$ cat config.mk
export PLATFORM = sky130hd
export DESIGN_NAME = valid_ring_tracker
export DESIGN_NICKNAME = d
export VERILOG_FILES = /design/src/rtl/ring_trk_pkg.sv /design/src/rtl/ring_rst_sync.sv /design/src/rtl/ring_level.sv /design/src/rtl/ring_prod_track.sv /design/src/rtl/ring_cons_track.sv /design/src/rtl/ring_ctl_regs.sv /design/src/rtl/valid_ring_tracker.sv
export SDC_FILE = /design/constraint.sdc
export NUM_CORES = 1
export LEC_CHECK = 0
export ABC_AREA = 1
export BUFFER_PORTS_ARGS = -buffer_cell sky130_fd_sc_hd__buf_4
export CORE_MARGIN = 10
export CORE_UTILIZATION = 52
export CTS_CLUSTER_DIAMETER = 80
export CTS_CLUSTER_SIZE = 16
export DETAILED_ROUTE_END_ITERATION = 8
export MAX_ROUTING_LAYER = met4
export PLACE_DENSITY = 0.79
export RECOVER_POWER = 100
export SLEW_MARGIN = 10
export SYNTH_ARGS = -nofsm -noshare
export SYNTH_HDL_FRONTEND = slang
export SYNTH_HIERARCHICAL = 1
export SYNTH_SLANG_ARGS = --single-unit
$ cat constraint.sdc
create_clock -name clk -period 2.95 [get_ports clk]
set_clock_uncertainty 0.2 [all_clocks]
set_input_delay 0.295 -clock clk [delete_from_list [all_inputs] [get_ports clk]]
set_output_delay 0.295 -clock clk [all_outputs]
set_load 0.03 [all_outputs]
$ cat src/rtl/ring_trk_pkg.sv
package ring_trk_pkg;

  localparam int unsigned RT_ADDR_W = 3;

  localparam logic [RT_ADDR_W-1:0] RA_PROD_DIRECT = 3'd0;
  localparam logic [RT_ADDR_W-1:0] RA_CONS        = 3'd1;
  localparam logic [RT_ADDR_W-1:0] RA_THRESH      = 3'd2;
  localparam logic [RT_ADDR_W-1:0] RA_CONFIG      = 3'd3;
  localparam logic [RT_ADDR_W-1:0] RA_PROD_SHADOW = 3'd4;

  typedef enum logic [1:0] {
    PM_DIRECT = 2'd0,
    PM_SHADOW = 2'd1,
    PM_VALID  = 2'd2,
    PM_HOLD   = 2'd3
  } prod_mode_e;

endpackage

$ cat src/rtl/ring_rst_sync.sv
module ring_rst_sync #(
  parameter int unsigned STAGES = 2
) (
  input  logic clk,
  input  logic rst_n,
  output logic rst_sync_n
);
  logic [STAGES-1:0] sync_q;
  logic [STAGES-1:0] sync_d;

  always_comb begin
    sync_d = {sync_q[STAGES-2:0], 1'b1};
  end

  always_ff @(posedge clk or negedge rst_n) begin
    if (!rst_n) sync_q <= '0;
    else        sync_q <= sync_d;
  end

  assign rst_sync_n = sync_q[STAGES-1];
endmodule

$ cat src/rtl/ring_level.sv
module ring_level #(
  parameter int unsigned IDX_W = 3,
  parameter int unsigned THR_W = 8
) (
  input  logic [IDX_W-1:0] prod_idx,
  input  logic [IDX_W-1:0] cons_idx,
  input  logic [THR_W-1:0] thresh,
  output logic [IDX_W-1:0] free_cnt,
  output logic [IDX_W-1:0] fill_cnt,
  output logic             ring_full,
  output logic             ring_empty,
  output logic             irq
);
  localparam int unsigned DEPTH = 1 << IDX_W;
  localparam logic [IDX_W:0]   DEPTH_V = DEPTH[IDX_W:0];
  localparam logic [IDX_W-1:0] MAX_FREE = DEPTH_V[IDX_W-1:0] - 1'b1;

  logic [IDX_W:0] dist_w;

  // Cyclic distance: consumer slot counted, producer slot not counted.
  always_comb begin
    if (cons_idx <= prod_idx) dist_w = {1'b0, prod_idx} - {1'b0, cons_idx};
    else                      dist_w = DEPTH_V + {1'b0, prod_idx} - {1'b0, cons_idx};
  end

  assign fill_cnt   = dist_w[IDX_W-1:0];
  assign free_cnt   = MAX_FREE - dist_w[IDX_W-1:0];
  assign ring_full  = (dist_w[IDX_W-1:0] == MAX_FREE);
  assign ring_empty = (dist_w[IDX_W-1:0] == '0);
  assign irq        = (THR_W'(dist_w[IDX_W-1:0]) > thresh);
endmodule

$ cat src/rtl/ring_prod_track.sv
module ring_prod_track
  import ring_trk_pkg::*;
#(
  parameter int unsigned IDX_W  = 3,
  parameter int unsigned CMD_W  = 8,
  parameter int unsigned VB_POS = 7
) (
  input  logic                 clk,
  input  logic                 rst_n,
  input  prod_mode_e           mode,
  input  logic                 reg_wr_en,
  input  logic [RT_ADDR_W-1:0] reg_addr,
  input  logic [IDX_W:0]       idx_wdata,
  input  logic                 ent_wr_en,
  input  logic [IDX_W-1:0]     ent_slot,
  input  logic [CMD_W-1:0]     ent_cmd,
  input  logic                 ring_full,
  output logic [IDX_W-1:0]     prod_idx,
  output logic                 prod_wrap
);
  localparam logic [IDX_W-1:0] LAST_SLOT = '1;

  logic [IDX_W-1:0] prod_q, prod_d;
  logic             wrap_q, wrap_d;
  logic             idx_wr_hit, vb_hit, prod_en;

  always_comb begin
    idx_wr_hit = reg_wr_en &&
                 (((mode == PM_DIRECT) && (reg_addr == RA_PROD_DIRECT)) ||
                  ((mode == PM_SHADOW) && (reg_addr == RA_PROD_SHADOW)));
    vb_hit     = ent_wr_en && (mode == PM_VALID) && (ent_slot == prod_q) &&
                 (ent_cmd[VB_POS] == wrap_q) && !ring_full;
    prod_en    = idx_wr_hit || vb_hit;
    prod_d     = prod_q;
    wrap_d     = wrap_q;
    if (idx_wr_hit) begin
      prod_d = idx_wdata[IDX_W-1:0];
      wrap_d = idx_wdata[IDX_W];
    end else if (vb_hit) begin
      prod_d = prod_q + 1'b1;
      wrap_d = wrap_q ^ (prod_q == LAST_SLOT);
    end
  end

  always_ff @(posedge clk or negedge rst_n) begin
    if (!rst_n) begin
      prod_q <= '0;
      wrap_q <= 1'b0;
    end else if (prod_en) begin
      prod_q <= prod_d;
      wrap_q <= wrap_d;
    end
  end

  assign prod_idx  = prod_q;
  assign prod_wrap = wrap_q;

  AST_VB_STEP: assert property (@(posedge clk) disable iff (!rst_n)
    (mode == PM_VALID) |=> (prod_q == $past(prod_q) || prod_q == $past(prod_q) + 1'b1));
  AST_NO_OVERFLOW: assert property (@(posedge clk) disable iff (!rst_n)
    (mode == PM_VALID && ring_full) |=> $stable(prod_q));
  AST_WRAP_FLIP: assert property (@(posedge clk) disable iff (!rst_n)
    (mode == PM_VALID && prod_q == LAST_SLOT) |=> ((prod_q == '0) == (wrap_q != $past(wrap_q))));
  AST_HOLD_MODE: assert property (@(posedge clk) disable iff (!rst_n)
    (mode == PM_HOLD) |=> ($stable(prod_q) && $stable(wrap_q)));
endmodule

$ cat src/rtl/ring_cons_track.sv
module ring_cons_track #(
  parameter int unsigned IDX_W = 3
) (
  input  logic             clk,
  input  logic             rst_n,
  input  logic             retire,
  input  logic             ring_empty,
  output logic [IDX_W-1:0] cons_idx
);
  logic [IDX_W-1:0] cons_q, cons_d;
  logic             cons_en;

  always_comb begin
    cons_en = retire && !ring_empty;
    cons_d  = cons_q + 1'b1;
  end

  always_ff @(posedge clk or negedge rst_n) begin
    if (!rst_n)       cons_q <= '0;
    else if (cons_en) cons_q <= cons_d;
  end

  assign cons_idx = cons_q;

  AST_RETIRE_EMPTY: assert property (@(posedge clk) disable iff (!rst_n)
    (retire && ring_empty) |=> $stable(cons_q));
  AST_CONS_STEP: assert property (@(posedge clk) disable iff (!rst_n)
    !retire |=> $stable(cons_q));
endmodule

$ cat src/rtl/ring_ctl_regs.sv
module ring_ctl_regs
  import ring_trk_pkg::*;
#(
  parameter int unsigned IDX_W     = 3,
  parameter int unsigned DATA_W    = 8,
  parameter int unsigned THR_W     = 8,
  parameter int unsigned CFG_LOW_W = 5,
  parameter logic [DATA_W-1:0] CFG_RST = 8'hA0
) (
  input  logic                 clk,
  input  logic                 rst_n,
  input  logic                 reg_wr_en,
  input  logic [RT_ADDR_W-1:0] reg_addr,
  input  logic [DATA_W-1:0]    reg_wdata,
  input  logic [IDX_W-1:0]     prod_idx,
  input  logic                 prod_wrap,
  input  logic [IDX_W-1:0]     cons_idx,
  output logic [THR_W-1:0]     thresh,
  output prod_mode_e           mode,
  output logic [DATA_W-1:0]    reg_rdata
);
  logic [THR_W-1:0]  thr_q, thr_d;
  logic              thr_en, cfg_en;
  logic [DATA_W-1:0] cfg_q, cfg_d;

  always_comb begin
    thr_en = reg_wr_en && (reg_addr == RA_THRESH);
    cfg_en = reg_wr_en && (reg_addr == RA_CONFIG);
    thr_d  = reg_wdata[THR_W-1:0];
    cfg_d  = reg_wdata;
  end

  always_ff @(posedge clk or negedge rst_n) begin
    if (!rst_n)      thr_q <= '0;
    else if (thr_en) thr_q <= thr_d;
  end

  // Low config bits are writable; upper bits stay at their reset value.
  for (genvar b = 0; b < DATA_W; b++) begin : g_cfg
    if (b < CFG_LOW_W) begin : g_wr
      always_ff @(posedge clk or negedge rst_n) begin
        if (!rst_n)      cfg_q[b] <= CFG_RST[b];
        else if (cfg_en) cfg_q[b] <= cfg_d[b];
      end
    end else begin : g_fixed
      assign cfg_q[b] = CFG_RST[b];
    end
  end

  assign thresh = thr_q;
  assign mode   = prod_mode_e'(cfg_q[1:0]);

  always_comb begin
    unique case (reg_addr)
      RA_PROD_DIRECT,
      RA_PROD_SHADOW: reg_rdata = DATA_W'({prod_wrap, prod_idx});
      RA_CONS:        reg_rdata = DATA_W'(cons_idx);
      RA_THRESH:      reg_rdata = DATA_W'(thr_q);
      RA_CONFIG:      reg_rdata = cfg_q;
      default:        reg_rdata = '0;
    endcase
  end

  AST_THR_HOLD: assert property (@(posedge clk) disable iff (!rst_n)
    !thr_en |=> $stable(thr_q));
  AST_CFG_LOAD: assert property (@(posedge clk) disable iff (!rst_n)
    cfg_en |=> (cfg_q[CFG_LOW_W-1:0] == $past(reg_wdata[CFG_LOW_W-1:0])));
endmodule

$ cat src/rtl/valid_ring_tracker.sv
module valid_ring_tracker
  import ring_trk_pkg::*;
#(
  parameter int unsigned IDX_W     = 3,
  parameter int unsigned DATA_W    = 8,
  parameter int unsigned THR_W     = 8,
  parameter int unsigned CMD_W     = 8,
  parameter int unsigned VB_POS    = 7,
  parameter int unsigned CFG_LOW_W = 5,
  parameter logic [DATA_W-1:0] CFG_RST = 8'hA0
) (
  input  logic                 clk,
  input  logic                 rst_n,
  input  logic                 reg_wr_en,
  input  logic [RT_ADDR_W-1:0] reg_addr,
  input  logic [DATA_W-1:0]    reg_wdata,
  output logic [DATA_W-1:0]    reg_rdata,
  input  logic                 ent_wr_en,
  input  logic [IDX_W-1:0]     ent_slot,
  input  logic [CMD_W-1:0]     ent_cmd,
  input  logic                 retire,
  output logic [IDX_W-1:0]     free_cnt,
  output logic [IDX_W-1:0]     fill_cnt,
  output logic                 irq
);
  logic             rst_sync_n;
  logic [IDX_W-1:0] prod_idx, cons_idx;
  logic             prod_wrap, ring_full, ring_empty;
  logic [THR_W-1:0] thresh;
  prod_mode_e       mode;

  ring_rst_sync #(.STAGES(2)) u_rst (
    .clk(clk), .rst_n(rst_n), .rst_sync_n(rst_sync_n)
  );

  ring_ctl_regs #(
    .IDX_W(IDX_W), .DATA_W(DATA_W), .THR_W(THR_W),
    .CFG_LOW_W(CFG_LOW_W), .CFG_RST(CFG_RST)
  ) u_regs (
    .clk(clk), .rst_n(rst_sync_n), .reg_wr_en(reg_wr_en), .reg_addr(reg_addr),
    .reg_wdata(reg_wdata), .prod_idx(prod_idx), .prod_wrap(prod_wrap),
    .cons_idx(cons_idx), .thresh(thresh), .mode(mode), .reg_rdata(reg_rdata)
  );

  ring_prod_track #(.IDX_W(IDX_W), .CMD_W(CMD_W), .VB_POS(VB_POS)) u_prod (
    .clk(clk), .rst_n(rst_sync_n), .mode(mode), .reg_wr_en(reg_wr_en),
    .reg_addr(reg_addr), .idx_wdata(reg_wdata[IDX_W:0]), .ent_wr_en(ent_wr_en),
    .ent_slot(ent_slot), .ent_cmd(ent_cmd), .ring_full(ring_full),
    .prod_idx(prod_idx), .prod_wrap(prod_wrap)
  );

  ring_cons_track #(.IDX_W(IDX_W)) u_cons (
    .clk(clk), .rst_n(rst_sync_n), .retire(retire), .ring_empty(ring_empty),
    .cons_idx(cons_idx)
  );

  ring_level #(.IDX_W(IDX_W), .THR_W(THR_W)) u_level (
    .prod_idx(prod_idx), .cons_idx(cons_idx), .thresh(thresh),
    .free_cnt(free_cnt), .fill_cnt(fill_cnt), .ring_full(ring_full),
    .ring_empty(ring_empty), .irq(irq)
  );

  AST_CONS_WRITE_IGNORED: assert property (@(posedge clk) disable iff (!rst_sync_n)
    (reg_wr_en && reg_addr == RA_CONS && !retire) |=> $stable(cons_idx));
  AST_FREE_AFTER_RETIRE: assert property (@(posedge clk) disable iff (!rst_sync_n)
    (retire && !ent_wr_en && !reg_wr_en && fill_cnt != '0) |=> (free_cnt == $past(free_cnt) + 1'b1));
endmodule

# --- Word-level counts from Yosys, hierarchy flattened ---
# Cells that the tools add are included.
word_totals:
  regBits: 22
  output_inout_bits: 15
  word_cells: 55
classes:
  n_addsub: 6
  order_cmp: 2
  n_eq_ne: 10
  muxes: 6
  bitwise: 1
  n_reduce_logical: 20
op_table:
  columns: ["operator", "count"]
  rows:
  - ["8-bit one-hot mux with 4 select lines", 1]
  - ["1-bit logical AND", 10]
  - ["3-bit equality test (second input constant)", 3]
  - ["3-bit two-way mux", 3]
  - ["3-bit by 8-bit > comparator with 1-bit output", 1]
  - ["3-bit by 1-bit adder with 3-bit output (second input constant)", 2]
  - ["3-bit by 2-bit equality test with 1-bit output (second input constant)", 2]
  - ["3-bit zero test", 2]
  - ["3-bit subtractor", 2]
  - ["1-bit by 3-bit adder with 3-bit output (first input constant)", 1]
  - ["3-bit by 1-bit equality test with 1-bit output (second input constant)", 1]
  - ["3-bit equality test", 1]
  - ["3-bit <= comparator", 1]
  - ["3-bit subtractor (first input constant)", 1]
  - ["2-bit by 1-bit equality test with 1-bit output (second input constant)", 1]
  - ["2-bit equality test (second input constant)", 1]
  - ["1-bit zero test", 2]
  - ["2-bit zero test", 1]
  - ["1-bit logical OR", 2]
  - ["1-bit two-way mux", 2]
  - ["2-bit AND reduction", 1]
  - ["2-bit nonzero test", 1]
  - ["2-bit OR reduction", 1]
  - ["1-bit equality test", 1]
  - ["1-bit XOR", 1]

# --- Logic depth before layout (Yosys ltp) ---
# Gate-level depths: netlist of the first run.
depth:
  depth_word: 8
  ltp_mapped: 15

# --- Hierarchy ---
# The synthesis of the first run kept the hierarchy.
modules_own_cells:
  columns: ["module", "n_inst", "cells_each", "area_each_um2", "seq_area_each_um2"]
  rows:
  - ["ring_ctl_regs", 1, 108, 762.0, 325.3]
  - ["ring_prod_track", 1, 61, 401.6, 100.1]
  - ["ring_level", 1, 41, 224.0, 0.0]
  - ["ring_cons_track", 1, 19, 150.1, 75.1]
  - ["ring_rst_sync", 1, 3, 53.8, 50.0]

# --- Worst setup path after synthesis of the first run ---
# Ideal clock, no wire load.
synth_timing:
  kind: "reg2out"
  start: "register u_prod.prod_q[0] (netlist: u_prod/prod_idx[0])"
  end: "output port irq"
  arrival_ps: 2214
  required_time_ps: 2455
  path_slack_ps: 241
  stages_incl_launch_ff: 9
  path_buffers: 0
  cell_sequence: "dfrtp_1 -> inv_1 -> ha_1 -> inv_1 -> fa_1 -> ha_1 -> nand3_1 -> nand4_1 -> nor2_1"
synth_via:
  elab_chain_len: 4
synth_lines:
  columns: ["item", "line", "rtl"]
  rows:
  - ["start: declaration", "ring_prod_track.sv:23", "logic [IDX_W-1:0] prod_q, prod_d;"]
  - ["start signal: assignment", "ring_prod_track.sv:50", "prod_q <= prod_d;"]
  - ["1-bit by 3-bit adder with 3-bit output", "ring_level.sv:23", "else dist_w = DEPTH_V + {1'b0, prod_idx} - {1'b0, cons_idx};"]
  - ["3-bit subtractor", "ring_level.sv:23", null]
  - ["3-bit two-way mux *", "ring_level.sv:22", "if (cons_idx <= prod_idx) dist_w = {1'b0, prod_idx} - {1'b0, cons_idx};"]
  - ["net fill_cnt[1]", "valid_ring_tracker.sv:23", "output logic [IDX_W-1:0] fill_cnt,"]
  - ["3-bit by 8-bit > comparator with 1-bit output *", "ring_level.sv:30", "assign irq = (THR_W'(dist_w[IDX_W-1:0]) > thresh);"]
  - ["end: declaration", "valid_ring_tracker.sv:24", "output logic irq"]
# Mark *: on every way through the listed nets, which the timed path passes. The rest lies on a longest branch.

# --- Worst setup path after layout of the first run ---
layout_timing:
  start: "register u_prod.prod_q[0] (netlist: u_prod/prod_idx[0])"
  end: "output port irq"
layout_via:
  elab_chain_len: 4
layout_lines:
  columns: ["item", "line"]
  rows:
  - ["1-bit by 3-bit adder with 3-bit output", "ring_level.sv:23"]
  - ["3-bit subtractor", "ring_level.sv:23"]
  - ["3-bit two-way mux *", "ring_level.sv:22"]
  - ["3-bit by 8-bit > comparator with 1-bit output *", "ring_level.sv:30"]
# Mark *: on every way between the ends. The rest lies on a longest branch, timed or not.

==> results of run 1 <==
-- per-stage QoR --
step / util (%) / hold WS (ps) / total power (uW) / cell area, um^2
finish: 65.67 / 37.90 / 1918 / 1972
global route: 65.67 / 37.09 / 2089 / 1972
CTS: 67.13 / 34.88 / 1856 / 2016
floorplan: - / -200.6 / 1280 / 1592
global placement: 62.38 / -121.6 / 1583 / 1873
detailed placement: 62.38 / -122.0 / 1609 / 1873
-- logic make-up (layout without fill, tap and decap cells) --
group           Yosys count  after routing
other cells               1              1
buf+inv                  45             92
flops                    22             22
fa+ha+maj                 8              8
xor+xnor                  3              3
compound gates            6              6
simple gates            147            147
-- sequential cells by signal (all words and copies together), names as in the netlist --
register          cells
u_cons/cons_idx       3
u_prod/prod_idx       3
u_prod/prod_wrap      1
u_regs/cfg_q          3
u_regs/mode           2
u_regs/thresh         8
u_rst/sync_q          2
-- area by class of cell --
class | instances | area [um^2]
Clock buffer | 3 | 22.52
Sequential cell | 22 | 551.8
Inverter | 43 | 161.4
Multi-Input combinational cell | 165 | 853.3
Tap cell | 33 | 41.29
Fill cell | 297 | 1031
Timing Repair Buffer | 45 | 311.5
Clock inverter | 1 | 30.03
-- worst min path at each step --
stage | start | end | cells past startpoint
after floorplan | rst_n | u_rst/sync_q[0] | 0
after global placement | rst_n | u_rst/sync_q[1] | 1
after detailed placement | rst_n | u_rst/sync_q[0] | 1
after CTS | retire | u_cons/cons_idx[2] | 3
after global routing | retire | u_cons/cons_idx[2] | 3
final | retire | u_cons/cons_idx[2] | 3
-- placed cells by master (no fill, tap or decap), types with 3 or more instances in the layout --
cell | Yosys | layout
sky130_fd_sc_hd__inv_1 | 40 | 38
sky130_fd_sc_hd__nor2_1 | 27 | 28
sky130_fd_sc_hd__nand4_1 | 3 | 3
sky130_fd_sc_hd__clkbuf_1 | 0 | 13
sky130_fd_sc_hd__nand3_1 | 17 | 17
sky130_fd_sc_hd__nand2_1 | 85 | 88
sky130_fd_sc_hd__dfrtp_1 | 22 | 21
sky130_fd_sc_hd__clkbuf_4 | 0 | 3
sky130_fd_sc_hd__o21ai_0 | 2 | 5
sky130_fd_sc_hd__ha_1 | 7 | 5
sky130_fd_sc_hd__dlygate4sd3_1 | 0 | 9
sky130_fd_sc_hd__nand3_2 | 1 | 3
sky130_fd_sc_hd__buf_4 | 2 | 23
sky130_fd_sc_hd__inv_2 | 3 | 5
-- timing repair --
action,CTS,global route
gates resized for setup,0,12
hold buffers,9,0
setup buffers,0,2
endpoints found under the hold margin,12,0
endpoints found under the setup margin,0,1
-- power by group through the flow --
stage	Sequential (uW)	Combinational [uW]	Clock [uW]
detailed placement	481	1130	0
global route	493	1340	257
global placement	479	1100	0
finish	477	1210	232
floorplan	450	830	0
CTS	475	1140	240
-- worst max-delay path, cell delays in order (launching register included) --
cell                      delay (ps)
sky130_fd_sc_hd__dfrtp_2         460
sky130_fd_sc_hd__inv_2            80
sky130_fd_sc_hd__ha_4            130
sky130_fd_sc_hd__inv_2            30
sky130_fd_sc_hd__fa_2            380
sky130_fd_sc_hd__inv_2            80
sky130_fd_sc_hd__nand3_2          90
sky130_fd_sc_hd__nand2_4         100
sky130_fd_sc_hd__ha_4            210
sky130_fd_sc_hd__nand2_1          50
sky130_fd_sc_hd__nand2_1          40
sky130_fd_sc_hd__nor2_1          100
sky130_fd_sc_hd__nor2_1           50
sky130_fd_sc_hd__buf_4           160
-- metal layers --
layer | wire, um | global-route usage [%] | part of all wire, % | vias to the layer above
met5 | 0 | - | 0 | -
met4 | 16 | 4.330 | 0.42 | 0
met3 | 295 | 2.865 | 7.7 | 2
met2 | 1752 | 22.57 | 46 | 44
met1 | 1778 | 17.34 | 46 | 654
li1 | - | - | - | 793
==> summary.md, run 1 <==
| Metric | Value |
|---|---|
| Result of the run | completed |
| Min setup slack post-route | 171.9 ps |
| Max-Cap Viols | 0 |
| Post-DR vias/cell | 4.785 |
| Post-placement worst setup slack | approximately 400 ps |
| DRC errors left | 0 |
| Startpoint type of the worst setup path | flop |
| Data arrival time at the worst-slack endpoint | 2280 ps |
| Final-stage net count | ~320 |
| Area growth from synthesis to final layout | 23.90% |
| Remaining antenna violation count after routing | 0 |
| Detailed Route WL | between 3 and 4 mm |
| Total CTS buffers | 3 |
| Number of antenna violations at the first check in global routing | 0 |
| Average detailed-routed wire length per instance | between 10 and 15 um |
| Sequential share of power | 24.9% |
| Synthesized flop and latch total | 22 |
| Last element of the critical path | irq |
| CORE AREA | 0.003003 mm^2 |
| DRT Pass-1 Iters | 4 |
| Share of the synthesized netlist area taken by xor and xnor gates | under 10% |
| Number of slew-limit violations in the final report | 0 |
| Internal | ~970 uW |
| Global route total overflow | 0 |
| Fraction of final layout cells with drive strength greater than 1 | between 10% and 20% |
| Final setup vio count | 0 |
| Total clock sinks | 22 |
| Synth Area per Inst | 6.860 um^2 |
| Area of the mapped netlist | roughly 0.0016 mm^2 |
| Global-route usage over all layers | between 10% and 20% |
| Simple-gate area share of the yosys netlist | between 40% and 50% |
| Cell count after placement | slightly below 300 |
| Multiplexer fraction of the synthesized cell area | 0% |
| Chip Width | approximately 75 um |
| Flop-to-flop setup slack | around 570 ps |
| Origin of the critical flop-to-flop path | u_prod/prod_idx[0] |
| Slew at the pin closest to its max-slew limit | about 840 ps |
| Standard-cell rows | 20 |
| Total of warnings raised by yosys | 6 |
| Worst setup EP type | primary output |
| Type of the most critical hold path | input port to flop |
| Worst r2r dst | u_prod/prod_idx[1] |
| Clk_lat worst skew | between 300 and 400 ps |
| CP required | around 2500 ps |
| Worst reg2reg path depth | 15 |
| Classification of the worst setup path | flop to primary output |
| Global-route wire length before repair | around 6.1 mm |
| Number of enable flip-flop cells after synthesis | 0 |
| CTS tree | yes |
| Area leader, netlist | sky130_fd_sc_hd__dfrtp_1 |
| Deepest clock path buffer count | 2 |
| Cell with the most instances after synthesis | sky130_fd_sc_hd__nand2_1 |
| Share of synthesized area occupied by flip-flops and latches | around a third |
| Post-synthesis share of cell area spent on full adders, half adders and majority gates | between 6 and 7% |
| Share of the synthesized area in the top cell type | between 30 and 40% |
| Antenna fix cells | 0 |
| Initial core utilization | a little over half |
| Clk pwr share | 12.1% |
| Hold Fails Final Rpt | 0 |
| Port bufs | 34 |
| Final-layout setup total negative slack | 0 ps |
| Flip-flop cell with the highest count after synthesis | sky130_fd_sc_hd__dfrtp_1 |
| Crit path time final | around 2800 ps |
| Switch Pwr | 943.3 uW |
| Number of global-route vias before repair | between 1,000 and 1,500 |
| Total half-perimeter wirelength after legalization and detailed placement | roughly 2.9 mm |
| Total via count after detailed routing | 1,493 |
| IR drop worst, VDD | 498.5 uV |
| Largest cells by area after synthesis | sky130_fd_sc_hd__dfrtp_1 (35%), sky130_fd_sc_hd__nand2_1 (20%), sky130_fd_sc_hd__inv_1 (9.4%) |
| Leak pwr | ~0.0011 uW |
| Cell variety after synth | 24 |
| Combinational fraction of design power | ~63% |
| Largest family of logic cells by synthesized area | simple AND/OR/NAND/NOR gates |
| I/O pin count | 42 |
| Origin of the worst setup path | u_prod/prod_idx[0] |
| Gp weighted congestion | 0.8385 |
| Top cells by count, synth | sky130_fd_sc_hd__nand2_1 (85), sky130_fd_sc_hd__inv_1 (40), sky130_fd_sc_hd__nor2_1 (27) |
| Maximum fanout count along the critical path | 5 |
| Buffer cell driving the clock tree root | sky130_fd_sc_hd__clkbuf_4 |
| Fmax | around 360 MHz |
| Total Die Area | 0.005673 mm^2 |
| Number of standard cells after synthesis | 232 |
| Relative slew margins | between 40% and 50% |
| Final Cycle Share | between 90% and 100% |
| Synth Area in Compound Gates | 1.887% |
| Power density over the cells | a little under 1000 mW/mm^2 |
| Clock Pin Slew Worst Setup and Hold Paths | 130 ps |
| Maximum number of pins on one net before global-route repair | 21 |
| DRC violation total after the first TritonRoute iteration | 74 |
| Switching share of total power | 49.19% |
| Die height | roughly 75 um |
| Filler-free cell count of the finished design | roughly 310 |
| Number of levels in the clock H-tree | 1 |
| Fraction of registers with async set or reset after synthesis | 100.0% |
| Mapped Nets | 267 |
Note: power is estimated with default switching activity, not from simulation.
==> run 2, diff against run 1 <==
--- a/config.mk
+++ b/config.mk
@@ -8,7 +8,7 @@
 export ABC_AREA = 1
 export BUFFER_PORTS_ARGS = -buffer_cell sky130_fd_sc_hd__buf_4
 export CORE_MARGIN = 10
-export CORE_UTILIZATION = 52
+export CORE_UTILIZATION = 51
 export CTS_CLUSTER_DIAMETER = 80
 export CTS_CLUSTER_SIZE = 16
 export DETAILED_ROUTE_END_ITERATION = 8
@@ -18,5 +18,4 @@
 export SLEW_MARGIN = 10
 export SYNTH_ARGS = -nofsm -noshare
 export SYNTH_HDL_FRONTEND = slang
-export SYNTH_HIERARCHICAL = 1
 export SYNTH_SLANG_ARGS = --single-unit
==> run 2 against run 1 <==
Flip-flop and latch count did not move. Die area decreased by 6.8%. Fmax is 3.4% lower. Global-route usage grew 0.98 points. Combinational power rose by 4%. Final area down 7.3%. Critical path type unchanged. Highest routed layer unchanged.
==> summary.md, run 2 <==
| Metric | Value |
|---|---|
| Result of the run | completed (unchanged) |
| Type of the most critical hold path | input port to flop (unchanged) |
| End of the worst hold path | u_regs.thresh[6] (was u_cons/cons_idx[2]) |
| Initial core utilization | 52.31% (was 53.00%) |
| Origin of the critical flop-to-flop path | u_prod.prod_idx[0] (was u_prod/prod_idx[0]) |
| Hold Fails Final Rpt | 0 (unchanged) |
| Global route total overflow | 0 (unchanged) |
| Area of the mapped netlist | 0.001418 mm^2 (was 0.001592 mm^2) |
| Top cells by count, synth | sky130_fd_sc_hd__nand2_1 (44), sky130_fd_sc_hd__inv_1 (26), sky130_fd_sc_hd__dfrtp_1 (22) (was sky130_fd_sc_hd__nand2_1 (85), sky130_fd_sc_hd__inv_1 (40), sky130_fd_sc_hd__nor2_1 (27)) |
| Switching share of total power | 47.23% (was 49.19%) |
| Leading cell types in the layout, fill and taps excluded | sky130_fd_sc_hd__nand2_1 (46), sky130_fd_sc_hd__buf_4 (33), sky130_fd_sc_hd__inv_1 (24) (was sky130_fd_sc_hd__nand2_1 (88), sky130_fd_sc_hd__inv_1 (38), sky130_fd_sc_hd__nor2_1 (28)) |
| Clk_lat worst skew | 320 ps (was 310 ps) |
| Instance count along the most critical hold path | 3 (unchanged) |
| Flip-flop cell with the highest count after synthesis | sky130_fd_sc_hd__dfrtp_1 (unchanged) |
| Post-DR vias/cell | 5.358 (was 4.785) |
| Total of warnings raised by yosys | 0 (was 6) |
| Remaining antenna violation count after routing | 0 (unchanged) |
| Cell with the most instances after synthesis | sky130_fd_sc_hd__nand2_1 (unchanged) |
| Deepest clock path buffer count | 2 (unchanged) |
| Total half-perimeter wirelength after legalization and detailed placement | 2.919 mm (was 2.867 mm) |
| Total Die Area | 0.005288 mm^2 (was 0.005673 mm^2) |
| Slowest-stage cell, CP | sky130_fd_sc_hd__dfrtp_1 (was sky130_fd_sc_hd__dfrtp_2) |
| Power density over the cells | 1084 mW/mm^2 (was 972.4 mW/mm^2) |
| Largest cells by area after synthesis | sky130_fd_sc_hd__dfrtp_1 (39%), sky130_fd_sc_hd__nand2_1 (12%), sky130_fd_sc_hd__inv_1 (6.9%) (was sky130_fd_sc_hd__dfrtp_1 (35%), sky130_fd_sc_hd__nand2_1 (20%), sky130_fd_sc_hd__inv_1 (9.4%)) |
| Kind of cell adding the most delay to the critical path | adder cells (unchanged) |
| Clock Pin Slew Worst Setup and Hold Paths | 130 ps (about the same) |
| Buffer cell driving the clock tree root | sky130_fd_sc_hd__clkbuf_4 (unchanged) |
| Maximum number of pins on one net before global-route repair | 21 (unchanged) |
| Final-layout setup total negative slack | 0 ps (unchanged) |
| Classification of the worst setup path | flop to primary output (unchanged) |
| Fraction of final layout cells with drive strength greater than 1 | 29.15% (was 17.20%) |
| CP required | 2460 ps (about the same) |
| Max-Cap Viols | 0 (unchanged) |
| Global-route usage over all layers | 15.01% (was 14.04%) |
| Share of synthesized area occupied by flip-flops and latches | 38.83% (was 34.59%) |
| Post-Place Cell Area | 0.001693 mm^2 (was 0.001873 mm^2) |
| CTS tree | yes (unchanged) |
| Total clock sinks | 22 (unchanged) |
| Number of enable flip-flop cells after synthesis | 0 (unchanged) |
| Number of antenna violations at the first check in global routing | 0 (unchanged) |
| Slew at the pin closest to its max-slew limit | 826.2 ps (was 840.8 ps) |
| Internal | 1045 uW (was 974.2 uW) |
| DRC violation total after the first TritonRoute iteration | 95 (was 74) |
| Port bufs | 34 (unchanged) |
| Number of global-route vias before repair | 1,443 (was 1,387) |
| Total CTS buffers | 3 (unchanged) |
| Number of slew-limit violations in the final report | 0 (unchanged) |
| Mapped Nets | 213 (was 267) |
| Leak pwr | 0.0009544 uW (was 0.001123 uW) |
| Cell variety after synth | 29 (was 24) |
| Final setup vio count | 0 (unchanged) |
| Crit path time final | 2875 ps (was 2778 ps) |
| Fraction of registers with async set or reset after synthesis | 100.0% (unchanged) |
| Number of standard cells after synthesis | 178 (was 232) |
| Most prevalent standard cell on the critical path | sky130_fd_sc_hd__inv_2 (unchanged) |
| Number of levels in the clock H-tree | 1 (unchanged) |
| Clk pwr share | 11.9% (was 12.1%) |
| IR drop worst, VDD | 1368 uV (was 498.5 uV) |
| CORE AREA | 0.002710 mm^2 (was 0.003003 mm^2) |
| Die height | 72.72 um (was 75.32 um) |
| Worst reg2reg path depth | 11 (was 15) |
| Final-stage net count | 259 (was 315) |
| Global-route wire length before repair | 6.403 mm (was 6.106 mm) |
| Average detailed-routed wire length per instance | 14.83 um (was 12.31 um) |
| Launch point of the worst hold path | reg_wdata[6] (was retire) |
| Final standard cell area without fillers | 0.001828 mm^2 (was 0.001972 mm^2) |
| Max reg flops | 8 (unchanged) |
| Sequential share of power | 24.4% (was 24.9%) |
| Total via count after detailed routing | 1,361 (was 1,493) |
| Slowest cell delay on critical path | 410 ps (was 460 ps) |
| DRT Pass-1 Iters | 4 (unchanged) |
| Fmax | 347.8 MHz (was 360.0 MHz) |
| Worst setup EP type | primary output (unchanged) |
| WP buf/inv | 4 (unchanged) |
| Antenna fix cells | 0 (unchanged) |
| I/O pin count | 42 (unchanged) |
| Relative slew margins | 44.92% (was 43.95%) |
| Number of fill cells | 233 (was 297) |
| Startpoint type of the worst setup path | flop (unchanged) |
| Gp weighted congestion | 0.9154 (was 0.8385) |
| Flop-to-flop setup slack | 760 ps (was 570 ps) |
| Area growth from synthesis to final layout | 28.95% (was 23.90%) |
| Combinational fraction of design power | 63.7% (was 63.0%) |
| Final Cycle Share | 97.45% (was 94.17%) |
| Leading cell type in the layout, fill and taps excluded | sky130_fd_sc_hd__nand2_1 (unchanged) |
| Cells along the critical path | inv_2, ha_4, inv_2, fa_2, nand3b_1, nand2_2, inv_2, ha_4, nand3_2, nand3_2, a21oi_2, buf_6 (was inv_2, ha_4, inv_2, fa_2, inv_2, nand3_2, nand2_4, ha_4, nand2_1, nand2_1, nor2_1, nor2_1, buf_4) |
| Detailed Route WL | 3.768 mm (was 3.842 mm) |
| Area leader, netlist | sky130_fd_sc_hd__dfrtp_1 (unchanged) |
| Chip Width | 72.72 um (was 75.32 um) |
| DRC errors left | 0 (unchanged) |
| Share of the synthesized area in the top cell type | 38.83% (was 34.59%) |
| Data arrival time at the worst-slack endpoint | 2380 ps (was 2280 ps) |
| Synthesized flop and latch total | 22 (unchanged) |
| Standard-cell rows | 19 (was 20) |
| Switch Pwr | 935.6 uW (was 943.3 uW) |
| Maximum fanout count along the critical path | 3 (was 5) |
| Synth Area per Inst | 7.964 um^2 (was 6.860 um^2) |
| Worst r2r dst | u_prod.prod_wrap (was u_prod/prod_idx[1]) |
run 2: changes by cell type in the layout (fill, tap and decap cells not counted), sizes merged, moves of 4 or more:
cell,previous run,this run
buf,23,34
o21ai,6,15
inv,43,28
nor2,32,12
dlygate4sd3,9,3
nand3,20,13
clkbuf,16,9
o211ai,0,4
nand2,91,54
run 2: power by group through the flow:
| stage | registers, uW | clock network [uW] | logic (uW) |
|---|---|---|---|
| 6_report | 483 | 236 | 1260 |
| 5_1_grt | 493 | 251 | 1400 |
| 4_1_cts | 478 | 241 | 1180 |
| 3_5_place_dp | 486 | 0 | 1100 |
| 3_3_place_gp | 479 | 0 | 1040 |
| 2_1_floorplan | 456 | 0 | 774 |
run 2: layout make-up:
type,count,area (um^2),share of cell area [%]
multi-input combinational,125,760.7,41.62
sequential,22,550.5,30.12
timing repair buffer,43,315.3,17.25
inverter,29,110.1,6.023
tap,31,38.79,2.122
clock inverter,1,30.03,1.643
clock buffer,3,22.52,1.232
run 2: cells by family after synthesis:
group	share of synthesized area, %
and+or+nand+nor	27.36
buffers and inverters	9.355
AOI/OAI and AO/OA	12.00
DFF	38.84
adders and majority gates	7.590
xor gates and xnor gates	2.472
muxes	2.118
other	0.2645
run 2: through the flow:
stage | utilization [%] | worst slack (ps) | hold WS, ps | power, uW | instances
final | 67.45 | 75.19 | 12.20 | 1981 | 254
after global routing | 67.45 | -33.34 | 12.23 | 2144 | 254
after CTS | 66.94 | 18.95 | 4.490 | 1902 | 251
after detailed placement | 62.47 | 172.6 | -121.3 | 1588 | 241
after global placement | 62.47 | 291.7 | -123.4 | 1518 | 241
after floorplan | - | 36.49 | -200.6 | 1229 | 178
run 2: worst max-delay path by stage:
stage / start / to / slack (ps) / depth (start not counted)
6_report: u_prod.prod_idx[0] / irq / 80 / 12
5_1_grt: u_prod.prod_idx[0] / irq / -30 / 12
4_1_cts: u_prod.prod_idx[0] / irq / 20 / 12
3_5_place_dp: u_prod.prod_idx[0] / irq / 170 / 12
3_3_place_gp: u_prod.prod_idx[0] / irq / 290 / 12
2_1_floorplan: u_prod.prod_idx[0] / irq / 40 / 11
run 2: worst reg2reg max path, delay by kind of cell (launching register included):
family / cells / cell delay (ps)
adders and majority gates: 2 / 700
and+or+nand+nor: 6 / 570
DFF: 1 / 410
buffers and inverters: 3 / 210
run 2: repair_timing:
action                                  CTS  global route
pin swaps                                 1             2
hold buffers                              3             0
gates resized for setup                   3             7
endpoints found under the hold margin     4             0
buffers inserted                          3             3
endpoints found under the setup margin    1             1
run 2: routing by layer:
layer  global-route usage [%]  share of wire [%]  vias to the layer above
li1                         -                  -                      655
met1                    16.65                 40                      653
met2                    25.72                 51                       42
met3                    3.129                6.5                       11
met4                    5.696                2.6                        0
met5                        -                  0                        -
==> run 3, diff against run 2 <==
--- a/config.mk
+++ b/config.mk
@@ -7,13 +7,11 @@
 export LEC_CHECK = 0
 export ABC_AREA = 1
 export BUFFER_PORTS_ARGS = -buffer_cell sky130_fd_sc_hd__buf_4
-export CORE_MARGIN = 10
-export CORE_UTILIZATION = 51
+export CORE_UTILIZATION = 40
 export CTS_CLUSTER_DIAMETER = 80
 export CTS_CLUSTER_SIZE = 16
 export DETAILED_ROUTE_END_ITERATION = 8
 export MAX_ROUTING_LAYER = met4
-export PLACE_DENSITY = 0.79
 export RECOVER_POWER = 100
 export SLEW_MARGIN = 10
 export SYNTH_ARGS = -nofsm -noshare
==> run 3 against run 2 <==
Setup slack improved by 42 ps. Count of clock-buffer cells in the layout unchanged. Critical path type unchanged. Sequential share of layout area increased by 0.25 points. Utilization decreased by 14 points. Via count decreased by 4.5%. Total power decreased by 3.2%.
==> summary.md, run 3 (synthesized netlist as in run 2, its figures left out) <==
| Metric | Value |
|---|---|
| Total half-perimeter wirelength after legalization and detailed placement | 2.499 mm (was 2.919 mm) |
| Relative slew margins | 44.52% (was 44.92%) |
| Leading cell types in the layout, fill and taps excluded | sky130_fd_sc_hd__nand2_1 (46), sky130_fd_sc_hd__buf_4 (27), sky130_fd_sc_hd__inv_1 (24) (was sky130_fd_sc_hd__nand2_1 (46), sky130_fd_sc_hd__buf_4 (33), sky130_fd_sc_hd__inv_1 (24)) |
| DRC errors left | 0 (unchanged) |
| Buffer cell driving the clock tree root | sky130_fd_sc_hd__clkbuf_4 (unchanged) |
| Final setup vio count | 0 (unchanged) |
| Detailed Route WL | 3.350 mm (was 3.768 mm) |
| RSZ-0062 raised after global routing | true |
| Global-route usage over all layers | 20.53% (was 15.01%) |
| Most prevalent standard cell on the critical path | sky130_fd_sc_hd__inv_2 (unchanged) |
| Finished Core Util | 53.91% (was 67.45%) |
| Data arrival time at the worst-slack endpoint | 2340 ps (was 2380 ps) |
| Deepest clock path buffer count | 2 (unchanged) |
| Max reg flops | 8 (unchanged) |
| Global-route wire length before repair | 5.457 mm (was 6.403 mm) |
| CTS tree | yes (unchanged) |
| I/O pin count | 42 (unchanged) |
| Total clock sinks | 22 (unchanged) |
| Instance count on the critical path | 12 (unchanged) |
| IR drop worst, VDD | 303.5 uV (was 1368 uV) |
| Max-Cap Viols | 0 (unchanged) |
| Total CTS buffers | 3 (unchanged) |
| Instance count along the most critical hold path | 3 (unchanged) |
| Port bufs | 34 (unchanged) |
| Overall power | 1917 uW (was 1981 uW) |
| Remaining antenna violation count after routing | 0 (unchanged) |
| Final-stage net count | 255 (was 259) |
| Classification of the worst setup path | flop to primary output (unchanged) |
| Min setup slack post-route | 116.9 ps (was 75.19 ps) |
| Average detailed-routed wire length per instance | 12.64 um (was 14.83 um) |
| CP required | 2460 ps (about the same) |
| Type of the most critical hold path | input port to flop (unchanged) |
| Maximum number of pins on one net before global-route repair | 21 (unchanged) |
| DRC violation total after the first TritonRoute iteration | 45 (was 95) |
| Power density over the cells | 1057 mW/mm^2 (was 1084 mW/mm^2) |
| Startpoint type of the worst setup path | flop (unchanged) |
| Worst reg2reg path depth | 11 (unchanged) |
| Clk pwr share | 12.4% (was 11.9%) |
| Standard-cell rows | 21 (was 19) |
| Result of the run | completed (unchanged) |
| Internal | 1016 uW (was 1045 uW) |
| Gp weighted congestion | 0.8414 (was 0.9154) |
| Cells along the critical path | inv_2, ha_4, inv_2, fa_2, nand3b_1, nand2_2, inv_2, ha_4, nand3_2, nand3_2, a21oi_2, buf_6 (unchanged) |
| Sequential Area | 550.5 um^2 (unchanged) |
| Worst setup EP type | primary output (unchanged) |
| Sequential share of power | 25.1% (was 24.4%) |
| Antenna fix cells | 0 (unchanged) |
| Kind of cell adding the most delay to the critical path | adder cells (unchanged) |
| Number of global-route vias before repair | 1,221 (was 1,443) |
| Crit path time final | 2833 ps (was 2875 ps) |
| Slew at the pin closest to its max-slew limit | 832.2 ps (was 826.2 ps) |
| Clk_lat worst skew | 310 ps (was 320 ps) |
| Initial core utilization | 42.15% (was 52.31%) |
| Area taken by multi-input logic gates | 764.5 um^2 (was 760.7 um^2) |
| Final-layout setup total negative slack | 0 ps (unchanged) |
| Switching share of total power | 47.02% (was 47.23%) |
| Combinational fraction of design power | 62.5% (was 63.7%) |
| Post-placement worst setup slack | 178.3 ps (was 172.6 ps) |
| Number of antenna violations at the first check in global routing | 0 (unchanged) |
| Fraction of final layout cells with drive strength greater than 1 | 27.40% (was 29.15%) |
| Clock Pin Slew Worst Setup and Hold Paths | 140 ps (was 130 ps) |
| Post-DR vias/cell | 4.906 (was 5.358) |
| Number of fill cells | 331 (was 233) |
| WP buf/inv | 4 (unchanged) |
| Chip Width | 61.53 um (was 72.72 um) |
| Number of slew-limit violations in the final report | 0 (unchanged) |
| Leak pwr | 0.0009278 uW (was 0.0009544 uW) |
| Hold Fails Final Rpt | 0 (unchanged) |
| Slowest-stage cell, CP | sky130_fd_sc_hd__dfrtp_1 (unchanged) |
| Area growth from synthesis to final layout | 27.89% (was 28.95%) |
| Number of levels in the clock H-tree | 1 (unchanged) |
| Maximum fanout count along the critical path | 3 (unchanged) |
| Global route total overflow | 0 (unchanged) |
| Die height | 61.53 um (was 72.72 um) |
| Total Die Area | 0.003786 mm^2 (was 0.005288 mm^2) |
| Switch Pwr | 901.4 uW (was 935.6 uW) |
| Slowest cell delay on critical path | 430 ps (was 410 ps) |
| Total via count after detailed routing | 1,300 (was 1,361) |
| CORE AREA | 0.003363 mm^2 (was 0.002710 mm^2) |
| Fmax | 353.0 MHz (was 347.8 MHz) |
| Fin Hold WS | 6.525 ps (was 12.20 ps) |
| DRT Pass-1 Iters | 4 (unchanged) |
| Leading cell type in the layout, fill and taps excluded | sky130_fd_sc_hd__nand2_1 (unchanged) |
| Final Cycle Share | 96.04% (was 97.45%) |
run 3: cell count changes in the layout (fill, tap and decap cells not counted):
cell                       before  now
sky130_fd_sc_hd__a21oi_2        2    3
sky130_fd_sc_hd__clkbuf_1       5    7
sky130_fd_sc_hd__a21oi_1        1    0
sky130_fd_sc_hd__buf_4         33   27
run 3: per-layer routing:
metal | wire (um) | global-route usage [%] | up-vias
met2 | 1688 | 31.95 | 29
met3 | 107 | 3.151 | 5
met4 | 38 | 6.667 | 0
met1 | 1516 | 27.32 | 620
met5 | 0 | - | -
li1 | - | - | 646
run 3: stage by stage:
stage          area [um^2]  cells
2_1_floorplan         1421    178
3_3_place_gp          1712    256
3_5_place_dp          1712    256
4_1_cts               1826    265
5_1_grt               1813    265
6_report              1813    265
run 3: final cells by class:
type | instances | share of cell area [%]
flip-flops and latches | 22 | 30.37
inverters | 29 | 6.073
repair buffers | 39 | 15.32
well taps | 46 | 3.175
clock buffers | 3 | 1.242
multi-input cells | 125 | 42.17
clock inverters | 1 | 1.656
run 3: path summary, 6_finish.rpt:
kind                                    start                  to  slack [ps]
min in group asynchronous               rst_n     u_rst.sync_q[1]          70
hold / removal                   reg_wdata[6]    u_regs.thresh[6]           7
setup / recovery           u_prod.prod_idx[0]                 irq         120
hold reg to reg               u_rst.sync_q[1]      u_regs.mode[0]         150
max in group asynchronous     u_rst.sync_q[1]    u_regs.thresh[5]        1890
setup reg to reg           u_prod.prod_idx[0]  u_prod.prod_idx[0]         770
run 3: repair_timing:
action,CTS,global route
endpoints found under the setup margin,1,1
hold buffers,3,0
buffers inserted,2,0
resized for setup,3,8
endpoints found under the hold margin,4,0
pin swaps,1,2
run 3: power groups by stage:
stage / clock network, uW / registers [uW] / logic [uW]
2_1_floorplan: 0 / 456 / 774
3_3_place_gp: 0 / 481 / 1030
3_5_place_dp: 0 / 486 / 1060
4_1_cts: 242 / 476 / 1130
5_1_grt: 259 / 493 / 1330
6_report: 239 / 481 / 1200
run 3: worst register-to-register path, delay by kind of cell, from the launching register on:
| family | cells | cell delay (ps) |
|---|---|---|
| simple gates | 6 | 560 |
| buf+inv | 3 | 220 |
| flops | 1 | 430 |
| fa+ha+maj | 2 | 680 |
